## config.mk

```make
export PLATFORM = sky130hd
export DESIGN_NAME = i2c_evt_irq_unit
export DESIGN_NICKNAME = d
export VERILOG_FILES = /design/src/rtl/i2cism_pkg.sv /design/src/rtl/evt_flag_bank.sv /design/src/rtl/bus_busy_track.sv /design/src/rtl/irq_mask_reg.sv /design/src/rtl/i2c_evt_irq_unit.sv
export SDC_FILE = /design/constraint.sdc
export NUM_CORES = 1
export LEC_CHECK = 0
export BUFFER_PORTS_ARGS = -buffer_cell sky130_fd_sc_hd__buf_2
export CAP_MARGIN = 20
export CELL_PAD_IN_SITES_DETAIL_PLACEMENT = 0
export CELL_PAD_IN_SITES_GLOBAL_PLACEMENT = 2
export CORE_ASPECT_RATIO = 1.4
export CORE_MARGIN = 2
export CORE_UTILIZATION = 17
export CTS_CLUSTER_DIAMETER = 50
export CTS_CLUSTER_SIZE = 28
export DETAILED_ROUTE_END_ITERATION = 10
export MAX_ROUTING_LAYER = met4
export PLACE_DENSITY = 0.7
export SLEW_MARGIN = 40
export SYNTH_ARGS = -nofsm -noshare
export SYNTH_HDL_FRONTEND = slang
export SYNTH_SLANG_ARGS = --single-unit
```

## constraint.sdc

```tcl
create_clock -name clk -period 0.8 [get_ports clk]
set_input_delay 0.08 -clock clk [delete_from_list [all_inputs] [get_ports clk]]
set_output_delay 0.08 -clock clk [all_outputs]
set_load 0.01 [all_outputs]
```

## src/rtl/i2cism_pkg.sv

```systemverilog
package i2cism_pkg;
  localparam int REG_W   = 8;
  localparam int NUM_EVT = 4;
  // event flag positions (also enable positions)
  localparam int EVT_END = 0;
  localparam int EVT_WAIT = 1;
  localparam int EVT_ACK = 2;
  localparam int EVT_ARB = 3;
  // live / level bits
  localparam int BIT_BUSY = 4;
  localparam int BIT_SDA  = 6;
  localparam int BIT_SCL  = 7;
  typedef logic [NUM_EVT-1:0] evt_vec_t;
endpackage

```

## src/rtl/evt_flag_bank.sv

```systemverilog
module evt_flag_bank #(
  parameter int NUM_EVT = 4
) (
  input  logic               clk,
  input  logic               rst_n,
  input  logic [NUM_EVT-1:0] evt,
  input  logic               clr_en,
  input  logic [NUM_EVT-1:0] keep_mask,
  output logic [NUM_EVT-1:0] flags
);
  for (genvar i = 0; i < NUM_EVT; i++) begin : g_flag
    logic flg_q, flg_d, flg_ce;

    always_comb begin
      flg_ce = evt[i] | clr_en;
      flg_d  = evt[i] | (flg_q & keep_mask[i]) | (flg_q & ~clr_en);
    end

    always_ff @(posedge clk or negedge rst_n) begin
      if (!rst_n)      flg_q <= 1'b0;
      else if (flg_ce) flg_q <= flg_d;
    end

    assign flags[i] = flg_q;

    assert_event_sets_R2: assert property (@(posedge clk) disable iff (!rst_n)
      evt[i] |=> flags[i]);
    assert_sticky_R3: assert property (@(posedge clk) disable iff (!rst_n)
      flags[i] && !clr_en |=> flags[i]);
    assert_zero_clears_R4: assert property (@(posedge clk) disable iff (!rst_n)
      clr_en && !keep_mask[i] && !evt[i] |=> !flags[i]);
    assert_one_no_set_R4: assert property (@(posedge clk) disable iff (!rst_n)
      !flags[i] && !evt[i] |=> !flags[i]);
    assert_event_wins_R6: assert property (@(posedge clk) disable iff (!rst_n)
      evt[i] && clr_en && !keep_mask[i] |=> flags[i]);
  end

  assert_clear_all_R11: assert property (@(posedge clk) disable iff (!rst_n)
    clr_en && keep_mask == '0 && evt == '0 |=> flags == '0);
endmodule

```

## src/rtl/bus_busy_track.sv

```systemverilog
module bus_busy_track (
  input  logic clk,
  input  logic rst_n,
  input  logic start_det,
  input  logic stop_det,
  output logic busy
);
  logic busy_q, busy_d, busy_ce;

  always_comb begin
    busy_ce = start_det | stop_det;
    busy_d  = start_det;  // start wins over a coincident stop
  end

  always_ff @(posedge clk or negedge rst_n) begin
    if (!rst_n)       busy_q <= 1'b0;
    else if (busy_ce) busy_q <= busy_d;
  end

  assign busy = busy_q;

  assert_start_sets_R7: assert property (@(posedge clk) disable iff (!rst_n)
    start_det |=> busy);
  assert_stop_clears_R7: assert property (@(posedge clk) disable iff (!rst_n)
    stop_det && !start_det |=> !busy);
  assert_busy_holds_R7: assert property (@(posedge clk) disable iff (!rst_n)
    !start_det && !stop_det |=> $stable(busy));
endmodule

```

## src/rtl/irq_mask_reg.sv

```systemverilog
module irq_mask_reg #(
  parameter int NUM_EVT = 4
) (
  input  logic               clk,
  input  logic               rst_n,
  input  logic               wr_en,
  input  logic [NUM_EVT-1:0] wdata,
  input  logic [NUM_EVT-1:0] flags,
  output logic [NUM_EVT-1:0] enable,
  output logic               irq
);
  logic [NUM_EVT-1:0] en_q, en_d;

  always_comb en_d = wdata;

  always_ff @(posedge clk or negedge rst_n) begin
    if (!rst_n)     en_q <= '0;
    else if (wr_en) en_q <= en_d;
  end

  assign enable = en_q;
  assign irq    = |(flags & en_q);

  assert_mask_all_R11: assert property (@(posedge clk) disable iff (!rst_n)
    wr_en && wdata == '0 |=> !irq);
  assert_en_hold_R9: assert property (@(posedge clk) disable iff (!rst_n)
    !wr_en |=> $stable(enable));
endmodule

```

## src/rtl/i2c_evt_irq_unit.sv

```systemverilog
module i2c_evt_irq_unit
  import i2cism_pkg::*;
(
  input  logic             clk,
  input  logic             rst_n,
  input  logic             ev_xfer_end,
  input  logic             ev_wait,
  input  logic             ev_ack_err,
  input  logic             ev_arb_lost,
  input  logic             start_det,
  input  logic             stop_det,
  input  logic             scl_in,
  input  logic             sda_in,
  input  logic             status_we,
  input  logic             enable_we,
  input  logic [REG_W-1:0] wdata,
  output logic [REG_W-1:0] status_rdata,
  output logic [REG_W-1:0] enable_rdata,
  output logic             irq
);
  evt_vec_t evt, flags, enable;
  logic     busy;
  logic     unused_hi;

  always_comb begin
    evt           = '0;
    evt[EVT_END]  = ev_xfer_end;
    evt[EVT_WAIT] = ev_wait;
    evt[EVT_ACK]  = ev_ack_err;
    evt[EVT_ARB]  = ev_arb_lost;
  end

  assign unused_hi = ^wdata[REG_W-1:NUM_EVT];

  evt_flag_bank #(.NUM_EVT(NUM_EVT)) u_flags (
    .clk(clk), .rst_n(rst_n), .evt(evt), .clr_en(status_we),
    .keep_mask(wdata[NUM_EVT-1:0]), .flags(flags)
  );

  bus_busy_track u_busy (
    .clk(clk), .rst_n(rst_n), .start_det(start_det), .stop_det(stop_det),
    .busy(busy)
  );

  irq_mask_reg #(.NUM_EVT(NUM_EVT)) u_mask (
    .clk(clk), .rst_n(rst_n), .wr_en(enable_we), .wdata(wdata[NUM_EVT-1:0]),
    .flags(flags), .enable(enable), .irq(irq)
  );

  always_comb begin
    status_rdata                = '0;
    status_rdata[NUM_EVT-1:0]   = flags;
    status_rdata[BIT_BUSY]      = busy;
    status_rdata[BIT_SDA]       = sda_in;
    status_rdata[BIT_SCL]       = scl_in;
    enable_rdata                = '0;
    enable_rdata[NUM_EVT-1:0]   = enable;
  end

  assert_irq_rises_R10: assert property (@(posedge clk) disable iff (!rst_n)
    ev_wait && enable[EVT_WAIT] && !enable_we |=> irq);
  assert_bit5_zero_R8: assert property (@(posedge clk) disable iff (!rst_n)
    status_rdata[5] == 1'b0);
endmodule

```

; Word-level counts from Yosys, hierarchy flattened
; Cells that the tools add are included.
[word_totals]
word_cells = 30
out_inout_bits = 17
input_bits = 20
ff_bits = 9
[classes]
reduce_logical = 1
bitwise = 23
[ops]
columns = cell, n
row1 = $or 1x1->1, 13
row2 = $and 1x1->1, 8
row3 = $and 4x4->4, 1
row4 = $reduce_or 4->1, 1
row5 = $not 1->1, 1

; Longest topological paths before layout
; Gate-level depths: netlist of run 1.
[depth]
depth_word = 3
ltp_mapped = 2
ltp_nobuf = 2

; Modules after synthesis
; A second synthesis of run 1 with hierarchy kept.
[unflattened]
hier_cells = 39
area_unflattened_um2 = 449.2
[modules_own_cells]
columns = mod, cells_each, n_inst, area_each_um2, seq_area_each_um2
row1 = evt_flag_bank, 16, 1, 185.2, 100.1
row2 = irq_mask_reg, 11, 1, 163.9, 100.1
row3 = i2c_evt_irq_unit, 9, 1, 63.8, 0.0
row4 = bus_busy_track, 3, 1, 36.3, 25.0

; Worst setup path after synthesis of run 1
; Ideal clock, no wire load.
[synth_timing]
path_type = register to register
from = register u_mask.enable[0] (netlist name)
to = register u_mask.en_q[0], in the netlist u_mask.enable[0]
path_slack_ns = -0.002
arrival_time_ns = 0.675
setup_ns = 0.127
path_stages_with_launch = 2
path_buffers = 0
t_required_ns = 0.673
period_less_slack_ns = 0.802
cell_sequence = dfrtp_1 mux2_1
[synth_rtl]
columns = element, line_no
row1 = to (signal assigned), irq_mask_reg.sv:18  ; else if (wr_en) en_q <= en_d;
row2 = to (decl), irq_mask_reg.sv:12  ; logic [NUM_EVT-1:0] en_q, en_d;

; Worst setup path after layout of run 1
[layout_timing]
from = register u_mask.en_q[0], in the netlist u_mask.enable[0]
to = output port irq
[layout_via]
elab_chain_len = 2
[layout_rtl]
columns = element, line_no
row1 = $and 4x4->4, irq_mask_reg.sv:22  ; assign irq = |(flags & en_q);
row2 = $reduce_or 4->1, irq_mask_reg.sv:22
row3 = to (decl), i2c_evt_irq_unit.sv:19  ; output logic irq
; No other way between the ends.

==> results of run 1 <==
-- through the flow --
step	utilization, %	worst slack (ns)	cell area, µm²	power, mW
2_1_floorplan	-	0.00822	479	0.674
3_3_place_gp	22.6	-0.0515	579	0.743
3_5_place_dp	22.6	-0.0730	579	0.748
4_1_cts	28.2	-0.326	722	1.20
5_1_grt	29.3	-0.379	749	1.27
6_report	29.3	-0.318	749	1.19
-- where the power goes --
| part | leakage (nW) | switching, mW | internal [mW] |
|---|---|---|---|
| Clock | 0.0150 | 0.159 | 0.192 |
| Sequential | 0.0976 | 0.0299 | 0.493 |
| Combinational | 0.260 | 0.117 | 0.202 |
| Total | 0.372 | 0.306 | 0.887 |
-- cell families after synthesis --
logic type / Yosys count
buf+inv: 13
flops: 9
compound gates: 7
simple gates: 5
mux: 4
other cells: 1
-- cells in the mapped netlist --
library cell  number  area (µm²)
dfrtp_1            9         225
a22oi_1            2        15.0
nand2_1            1        3.75
nand2b_1           4        25.0
buf_4             12        90.1
conb_1             1        3.75
inv_1              1        3.75
mux2_1             4        45.0
a21o_1             5        37.5
-- routing by layer --
metal | track usage (%) | vias up | part of all wire, %
met2 | 12.5 | 24 | 49
met1 | 9.04 | 162 | 41
met4 | 6.25 | 0 | 2.7
met3 | 2.51 | 3 | 7.3
li1 | - | 174 | -
met5 | - | - | 0
-- sequential cells by signal, summed over array words and instances (netlist names) --
name	count
u_mask.enable	4
u_busy.busy	1
u_flags.g_flag.flg_q	4
-- path summary, 6_finish.rpt --
path                       slack (ns)             start  depth (start not counted)                      end
setup reg to reg                -0.12  u_mask.enable[3]                          2         u_mask.enable[3]
max in group asynchronous        0.41             rst_n                          2  u_flags.g_flag[1].flg_q
min in group asynchronous        0.20             rst_n                          2         u_mask.enable[3]
setup / recovery                -0.32  u_mask.enable[0]                          3                      irq
hold / removal                   0.02           ev_wait                          2  u_flags.g_flag[1].flg_q
hold reg to reg                  0.51       u_busy.busy                          1              u_busy.busy
-- cell type report --
class,count,area share (%)
Timing Repair Buffer,35,37.9
Sequential cell,9,30.1
Multi-Input combinational cell,21,22.0
Tap cell,36,6.01
Clock buffer,4,3.51
Inverter,1,0.501
-- critical path, delay by kind of cell, from the launching register on --
family                 cells  cell delay, ns
AO/OA/AOI/OAI              1            0.18
flip-flops                 1            0.39
AND/OR/NAND/NOR            1            0.07
buffers and inverters      1            0.14
-- what timing repair did --
action / in CTS / in global routing
endpoints found under the hold margin: 12 / 0
hold buffers: 4 / 0
cloned: 0 / 0
setup buffers: 3 / 3
setup endpoints to repair: 10 / 14
resized for setup: 10 / 5
==> results.json, run 1 <==
{
  "status": "finished, violations left",
  "violations": "negative setup slack",
  "cts_root_buf": "clkbuf_4",
  "io_pins": 37,
  "ir_worst_vdd_mv": 0.356,
  "p_leak_nw": 0.372,
  "crit_arrival_ns": 1.04,
  "layout_common_cells": "buf_2 (15), buf_6 (13), dfrtp_1 (9)",
  "crit_type": "register to output port",
  "dp_cells": 94,
  "syn_avg_cell_area_um2": 11.5,
  "holdWs_ns": 0.0175,
  "clkTransAtPathRegs_ns": 0.06,
  "finClkSkew_ns": 0,
  "port_buffers": 23,
  "wl_um": 1110,
  "period_needed_ns": 1.12,
  "cts_tree": "built",
  "fin_tns_setup_ns": -1.94,
  "drv_slew": 0,
  "area_growth_pct": 66.9,
  "final-seq-area_um2": 225,
  "synth.mux.area_fraction_pct": 10.0,
  "dieArea_um2": 3080,
  "drtAntennaViolNets": 0,
  "setup_viol": 14,
  "hpwl_um": 821,
  "postSynthCellCount": 39,
  "firstDrtPassIters": 3,
  "power_density_nw_per_um2": 1590,
  "path_max_fanout": 2,
  "synthAdderAreaFrac_pct": 0,
  "diodes": 0,
  "drc": 0,
  "viasPerCell": 3.42,
  "drive_gt1_share_pct": 55.7,
  "synth_top_family_by_area": "buffers and inverters",
  "critPathLaunchType": "register",
  "grt_max_degree": 10,
  "fmax_ghz": 0.894,
  "cts_buffers": 3,
  "hold_viol": 0,
  "grt_pass1_vias": 398,
  "synth-xor-area-share_pct": 0,
  "via_count": 363,
  "cp_slowest_cell": "dfrtp_1",
  "min_period_over_period_pct": 140,
  "nNetsFinal": 91,
  "stdcell_count": 106,
  "path_cells": "a22oi_2, nand2_1, buf_2",
  "layout_commonest_cell": "buf_2",
  "gp_congestion": 0.629,
  "critPathRequiredTime_ns": 0.72,
  "coreArea_um2": 2560,
  "synth_warnings": 0,
  "yosys.area_share.simple_pct": 6.41,
  "rows": 22,
  "start_util_pct": 17.5,
  "synthDistinctLibCells": 9,
  "track_usage_pct": 8.44,
  "fillers": 266,
  "end_kind": "output port",
  "antenna_found_initial": 0,
  "rsz0062_at_grt": "yes",
  "synth_compound_area_share_pct": 11.7,
  "clkLatencyLatePin_ns": 0.26,
  "synth_seq_cells": 9,
  "fin_ws_ns": -0.318,
  "min_path_type": "primary input to register",
  "seq_area_frac_synth_pct": 50.1,
  "synthesis.area_um2": 449,
  "initialDrtViolationCount": 1,
  "die_y_um": 64.8,
  "grt_pass1_wl_um": 1670,
  "slowest_delay_ns": 0.39,
  "multi_input_area_um2": 165,
  "h-tree-depth": 1,
  "cts_max_path_buffers": 2,
  "grt.overflow.total": 0,
  "maxCapViolCount": 0,
  "die_x_um": 47.4,
  "cts.sinks": 9,
  "post_drt_wl_per_cell_um": 10.4
}
No activity file was read; power rests on OpenSTA's default activity.
==> run 2, diff against run 1 <==
--- a/config.mk
+++ b/config.mk
@@ -7,16 +7,16 @@
 export LEC_CHECK = 0
 export BUFFER_PORTS_ARGS = -buffer_cell sky130_fd_sc_hd__buf_2
 export CAP_MARGIN = 20
-export CELL_PAD_IN_SITES_DETAIL_PLACEMENT = 0
-export CELL_PAD_IN_SITES_GLOBAL_PLACEMENT = 2
+export CELL_PAD_IN_SITES_DETAIL_PLACEMENT = 1
+export CELL_PAD_IN_SITES_GLOBAL_PLACEMENT = 1
 export CORE_ASPECT_RATIO = 1.4
 export CORE_MARGIN = 2
-export CORE_UTILIZATION = 17
+export CORE_UTILIZATION = 23
 export CTS_CLUSTER_DIAMETER = 50
 export CTS_CLUSTER_SIZE = 28
 export DETAILED_ROUTE_END_ITERATION = 10
 export MAX_ROUTING_LAYER = met4
-export PLACE_DENSITY = 0.7
+export PLACE_DENSITY = 0.72
 export SLEW_MARGIN = 40
 export SYNTH_ARGS = -nofsm -noshare
 export SYNTH_HDL_FRONTEND = slang
==> run 2 against run 1 <==
The flow still finishes with violations (negative setup slack). Routed wire length increased by 2.2%. Via count up 1.7%. Clock skew unchanged. Sequential share of layout area grew 1.5 points. Cell count shrank 16%. Combinational power decreased by 4%. Count of clock-buffer cells in the layout did not move. First-iteration DRC count is 100% lower. Critical path type unchanged. Critical endpoint unchanged. Largest cell class unchanged.
==> results.json, run 2 (same netlist as run 1, synthesis figures left out) <==
{
  "rows": 18,
  "finClkSkew_ns": 0,
  "layout_common_cells": "buf_2 (17), buf_6 (11), dfrtp_1 (9)",
  "area_growth_pct": 59.1,
  "post_drt_wl_per_cell_um": 12.7,
  "critPathRequiredTime_ns": 0.72,
  "fin_tns_setup_ns": -1.74,
  "rsz0062_at_grt": "yes",
  "drtAntennaViolNets": 0,
  "maxCapViolCount": 0,
  "cts_root_buf": "clkbuf_4",
  "stdcell_count": 89,
  "hpwl_um": 795,
  "status": "finished, violations left",
  "clkTransAtPathRegs_ns": 0.06,
  "grt.overflow.total": 0,
  "drc": 0,
  "port_buffers": 23,
  "utilization_pct": 39.7,
  "critPathLaunchType": "register",
  "crit_arrival_ns": 1.03,
  "grt_max_degree": 10,
  "critPathBufInv": 1,
  "path_delay_family": "flip-flops",
  "drive_gt1_share_pct": 56.5,
  "diodes": 0,
  "cp_slowest_cell": "dfrtp_1",
  "cts_buffers": 3,
  "via_count": 369,
  "cts_tree": "built",
  "cts.sinks": 9,
  "start_util_pct": 24.9,
  "slowest_delay_ns": 0.40,
  "p_leak_nw": 0.363,
  "drv_slew": 0,
  "die_x_um": 41.4,
  "io_pins": 37,
  "pre_cts_ws_ns": -0.0639,
  "antenna_found_initial": 0,
  "initialDrtViolationCount": 0,
  "min_period_over_period_pct": 139,
  "hold_viol": 0,
  "fin_ws_ns": -0.313,
  "h-tree-depth": 1,
  "layout_commonest_cell": "buf_2",
  "dp_cells": 78,
  "setup_viol": 12,
  "grt_pass1_wl_um": 1490,
  "path_max_fanout": 2,
  "crit_type": "register to output port",
  "nNetsFinal": 90,
  "firstDrtPassIters": 1,
  "coreArea_um2": 1800,
  "ir_worst_vdd_mv": 0.467,
  "wl_um": 1130,
  "fmax_ghz": 0.898,
  "grt_pass1_vias": 402,
  "path_cells": "a22oi_2, nand2_1, buf_2",
  "min_path_type": "primary input to register",
  "period_needed_ns": 1.11,
  "die_y_um": 56.3,
  "viasPerCell": 4.15,
  "dieArea_um2": 2330,
  "power_density_nw_per_um2": 1630,
  "track_usage_pct": 10.1,
  "clkLatencyLatePin_ns": 0.25,
  "end_kind": "output port",
  "cts_max_path_buffers": 2,
  "gp_congestion": 0.518,
  "violations": "negative setup slack"
}
## run 2: cell count changes in the layout (fill, tap and decap cells not counted)
cell / previous run / this run
a22oi_2: 1 / 2
buf_4: 3 / 2
buf_2: 15 / 17
buf_6: 13 / 11
a22oi_1: 1 / 0
## run 2: power breakdown
| group | switching [mW] | leakage (nW) | internal (mW) |
|---|---|---|---|
| Combinational | 0.114 | 0.250 | 0.191 |
| Clock | 0.141 | 0.0150 | 0.191 |
| Sequential | 0.0338 | 0.0976 | 0.493 |
| Total | 0.289 | 0.363 | 0.875 |
## run 2: area by class of cell
class / instances / area (µm²)
Clock buffer: 4 / 26.3
Sequential cell: 9 / 225
Tap cell: 20 / 25.0
Inverter: 1 / 3.75
Timing Repair Buffer: 34 / 264
Fill cell: 201 / 1090
Multi-Input combinational cell: 21 / 170
## run 2: stage by stage
step | hold slack [ns] | cell area, µm² | power, mW
global route | 0.00397 | 714 | 1.25
floorplan | -0.216 | 479 | 0.674
finish | 0.0144 | 714 | 1.16
detailed placement | -0.0614 | 559 | 0.745
CTS | 0.00158 | 694 | 1.17
global placement | -0.0628 | 559 | 0.739
## run 2: worst reg2reg max path, cell delays in order, from the launching register on
cell	delay, ns
dfrtp_1	0.40
buf_6	0.13
mux2_4	0.26
## run 2: worst paths after layout
kind,from,to,slack [ns],cells past startpoint
setup / recovery,u_flags.g_flag[2].flg_q,irq,-0.31,3
hold / removal,ev_arb_lost,u_flags.g_flag[3].flg_q,0.01,2
max in group asynchronous,rst_n,u_flags.g_flag[3].flg_q,0.42,2
min in group asynchronous,rst_n,u_flags.g_flag[2].flg_q,0.20,2
setup reg to reg,u_mask.enable[2],u_mask.enable[2],-0.10,2
hold reg to reg,u_mask.enable[3],u_mask.enable[3],0.55,1
## run 2: what timing repair did
| item | 4_1_cts | 5_1_grt |
|---|---|---|
| hold buffers | 3 | 1 |
| hold endpoints to repair | 11 | 1 |
| resized for setup | 11 | 2 |
| buffers inserted | 4 | 0 |
| pin swaps | 2 | 2 |
| setup endpoints to repair | 10 | 13 |
## run 2: per-layer routing
| layer | global-route usage, % | share of wire [%] |
|---|---|---|
| met1 | 6.20 | 32 |
| met2 | 18.8 | 58 |
| met5 | - | 0 |
| met4 | 6.91 | 1.2 |
| met3 | 3.56 | 8.3 |
==> run 3, diff against run 2 <==
--- a/config.mk
+++ b/config.mk
@@ -5,13 +5,14 @@
 export SDC_FILE = /design/constraint.sdc
 export NUM_CORES = 1
 export LEC_CHECK = 0
+export ABC_AREA = 1
 export BUFFER_PORTS_ARGS = -buffer_cell sky130_fd_sc_hd__buf_2
 export CAP_MARGIN = 20
 export CELL_PAD_IN_SITES_DETAIL_PLACEMENT = 1
 export CELL_PAD_IN_SITES_GLOBAL_PLACEMENT = 1
 export CORE_ASPECT_RATIO = 1.4
 export CORE_MARGIN = 2
-export CORE_UTILIZATION = 23
+export CORE_UTILIZATION = 22
 export CTS_CLUSTER_DIAMETER = 50
 export CTS_CLUSTER_SIZE = 28
 export DETAILED_ROUTE_END_ITERATION = 10
==> run 3 against run 2 <==
Total power is 2.4% higher. Clock power hardly changed. Combinational power is 12% higher. Cell area is 8.8% higher. Non-clock buffer count is 4 higher. The run still ends with negative setup slack left. Worst hold slack worse by 0.0055 ns. Critical endpoint is now status_rdata[2]. Sequential share of layout area is 2.5 points lower. Register-to-register slack better by 0.04 ns. Critical path depth stayed put.
==> results.json, run 3 <==
{
  "synthArstFlopShare_pct": 100,
  "die_y_um": 58.6,
  "drive_gt1_share_pct": 48.9,
  "post_drt_wl_per_cell_um": 9.65,
  "synth_seq_cells": 9,
  "slowest_delay_ns": 0.40,
  "antenna_found_initial": 0,
  "seq_area_frac_synth_pct": 48.1,
  "area_growth_pct": 66.0,
  "port_buffers": 23,
  "finClkSkew_ns": 0,
  "diodes": 0,
  "synth_edf_count": 0,
  "yosysTopAreaCellShare_pct": 48.1,
  "clkTransAtPathRegs_ns": 0.06,
  "power_frac_clock_pct": 28.1,
  "violations": "negative setup slack",
  "gp_congestion": 0.687,
  "power.switching_mw": 0.312,
  "hold_depth": 2,
  "fillers": 246,
  "period_needed_ns": 1.08,
  "path_cells": "buf_4, buf_6, buf_6",
  "setup_viol": 12,
  "clkLatencyLatePin_ns": 0.25,
  "synth-xor-area-share_pct": 0,
  "nNetsFinal": 113,
  "hpwl_um": 866,
  "cts_tree": "built",
  "synthAdderAreaFrac_pct": 0,
  "cts.sinks": 9,
  "wl_um": 1090,
  "status": "finished, violations left",
  "met3_usage_pct": 1.84,
  "crit_arrival_ns": 1.00,
  "swShare_pct": 26.2,
  "path_max_fanout": 3,
  "yosys_most_used_dff": "dfrtp_1",
  "p_int_mw": 0.879,
  "power_frac_comb_pct": 28.8,
  "drc": 0,
  "utilization_pct": 38.9,
  "r2r_cells": 4,
  "viasPerCell": 3.99,
  "ys_top_cells_by_count": "nand2_1 (19), buf_4 (12), dfrtp_1 (9)",
  "stdcell_count": 113,
  "end_kind": "output port",
  "p_leak_nw": 0.422,
  "grt_pass1_vias": 487,
  "dieArea_um2": 2520,
  "power_frac_seq_pct": 43.1,
  "cp_slowest_cell": "dfrtp_1",
  "yosys.area.top_type": "dfrtp_1",
  "start_util_pct": 23.4,
  "critPathLaunchType": "register",
  "syn_avg_cell_area_um2": 8.07,
  "power_mw": 1.19,
  "cts_root_buf": "clkbuf_4",
  "layout_common_cells": "nand2_1 (18), buf_6 (17), buf_2 (15)",
  "track_usage_pct": 9.68,
  "rows": 19,
  "synthesis.area_um2": 468,
  "pre_cts_ws_ns": -0.00809,
  "fin_ws_ns": -0.285,
  "drv_slew": 0,
  "die_x_um": 43.0,
  "synth_warnings": 0,
  "postSynthCellCount": 58,
  "min_path_type": "primary input to register",
  "hold_viol": 0,
  "synth_most_common_cell": "nand2_1",
  "critPathRequiredTime_ns": 0.72,
  "crit_path_frequent_cell": "buf_6",
  "synth_compound_area_share_pct": 10.2,
  "min_period_over_period_pct": 136,
  "initialDrtViolationCount": 0,
  "yosys.area_share.simple_pct": 15.2,
  "power_density_nw_per_um2": 1530,
  "grt_pass1_wl_um": 1840,
  "grtUsageMet2_pct": 16.9,
  "coreArea_um2": 2000,
  "cts_max_path_buffers": 2,
  "drtAntennaViolNets": 0,
  "grtUsageMet1_pct": 11.3,
  "fmax_ghz": 0.922,
  "ir_worst_vdd_mv": 0.653,
  "cts_buffers": 3,
  "firstDrtPassIters": 1,
  "h-tree-depth": 1,
  "synth_top_family_by_area": "buffers and inverters",
  "via_count": 451,
  "grt.overflow.total": 0,
  "crit_type": "register to output port",
  "synth.mux.area_fraction_pct": 0,
  "gr-max-usage-layer": "met2",
  "dp_cells": 101,
  "grt_max_degree": 10,
  "synthTopCellsByArea": "dfrtp_1 (48%), buf_4 (19%), nand2_1 (15%)",
  "io_pins": 37,
  "layout_commonest_cell": "nand2_1",
  "synthDistinctLibCells": 8,
  "rsz0062_at_grt": "yes",
  "maxCapViolCount": 0
}
## run 3: final cells by class
type	instances	area [µm²]	share of cell area, %
inverters	8	30.0	3.86
well taps	21	26.3	3.38
repair buffers	38	314	40.4
multi-input cells	33	155	20.0
flip-flops and latches	9	225	29.0
clock buffers	4	26.3	3.38
## run 3: power by group through the flow
stage	combinational, mW	sequential [mW]	clock, mW
after global placement	0.226	0.518	0
after detailed placement	0.231	0.521	0
after global routing	0.381	0.517	0.388
after floorplan	0.129	0.530	0
final	0.343	0.513	0.335
after CTS	0.326	0.511	0.357
## run 3: worst max-delay path, delay by kind of cell, from the launching register on
kind | cells | cell delay [ns]
DFF | 1 | 0.40
buffers and inverters | 3 | 0.36
## run 3: repair_timing
item / in CTS / in global routing
endpoints found under the hold margin: 9 / 0
pin swaps: 1 / 5
buffers inserted: 5 / 4
setup endpoints to repair: 10 / 16
hold buffers: 1 / 0
resized for setup: 17 / 8
## run 3: logic make-up after synthesis
logic type | Yosys count
AOI/OAI and AO/OA | 9
buffers and inverters | 20
DFF | 9
other | 1
and+or+nand+nor | 19
## run 3: metrics by stage
stage | setup TNS, ns | hold slack, ns | instance area (µm²)
2_1_floorplan | 0 | -0.216 | 483
3_3_place_gp | 0 | -0.0618 | 587
3_5_place_dp | -0.00809 | -0.0559 | 587
4_1_cts | -1.80 | 0.000308 | 743
5_1_grt | -2.44 | 0.00391 | 777
6_report | -1.86 | 0.00892 | 777
## run 3: path summary, 6_finish.rpt
check | startpoint | endpoint | slack, ns
min in group asynchronous | rst_n | u_busy.busy | 0.20
hold reg to reg | u_busy.busy | u_busy.busy | 0.53
max in group asynchronous | rst_n | u_mask.enable[0] | 0.42
setup reg to reg | u_flags.g_flag[2].flg_q | u_flags.g_flag[2].flg_q | -0.06
hold / removal | stop_det | u_busy.busy | 0.009
setup / recovery | u_flags.g_flag[2].flg_q | status_rdata[2] | -0.28
## run 3: routing by layer
layer	vias to the layer above	wire length (µm)	part of all wire, %
met2	17	554	51
met3	0	88	8.1
li1	228	-	-
met4	0	0	0
met5	-	0	0
met1	206	448	41
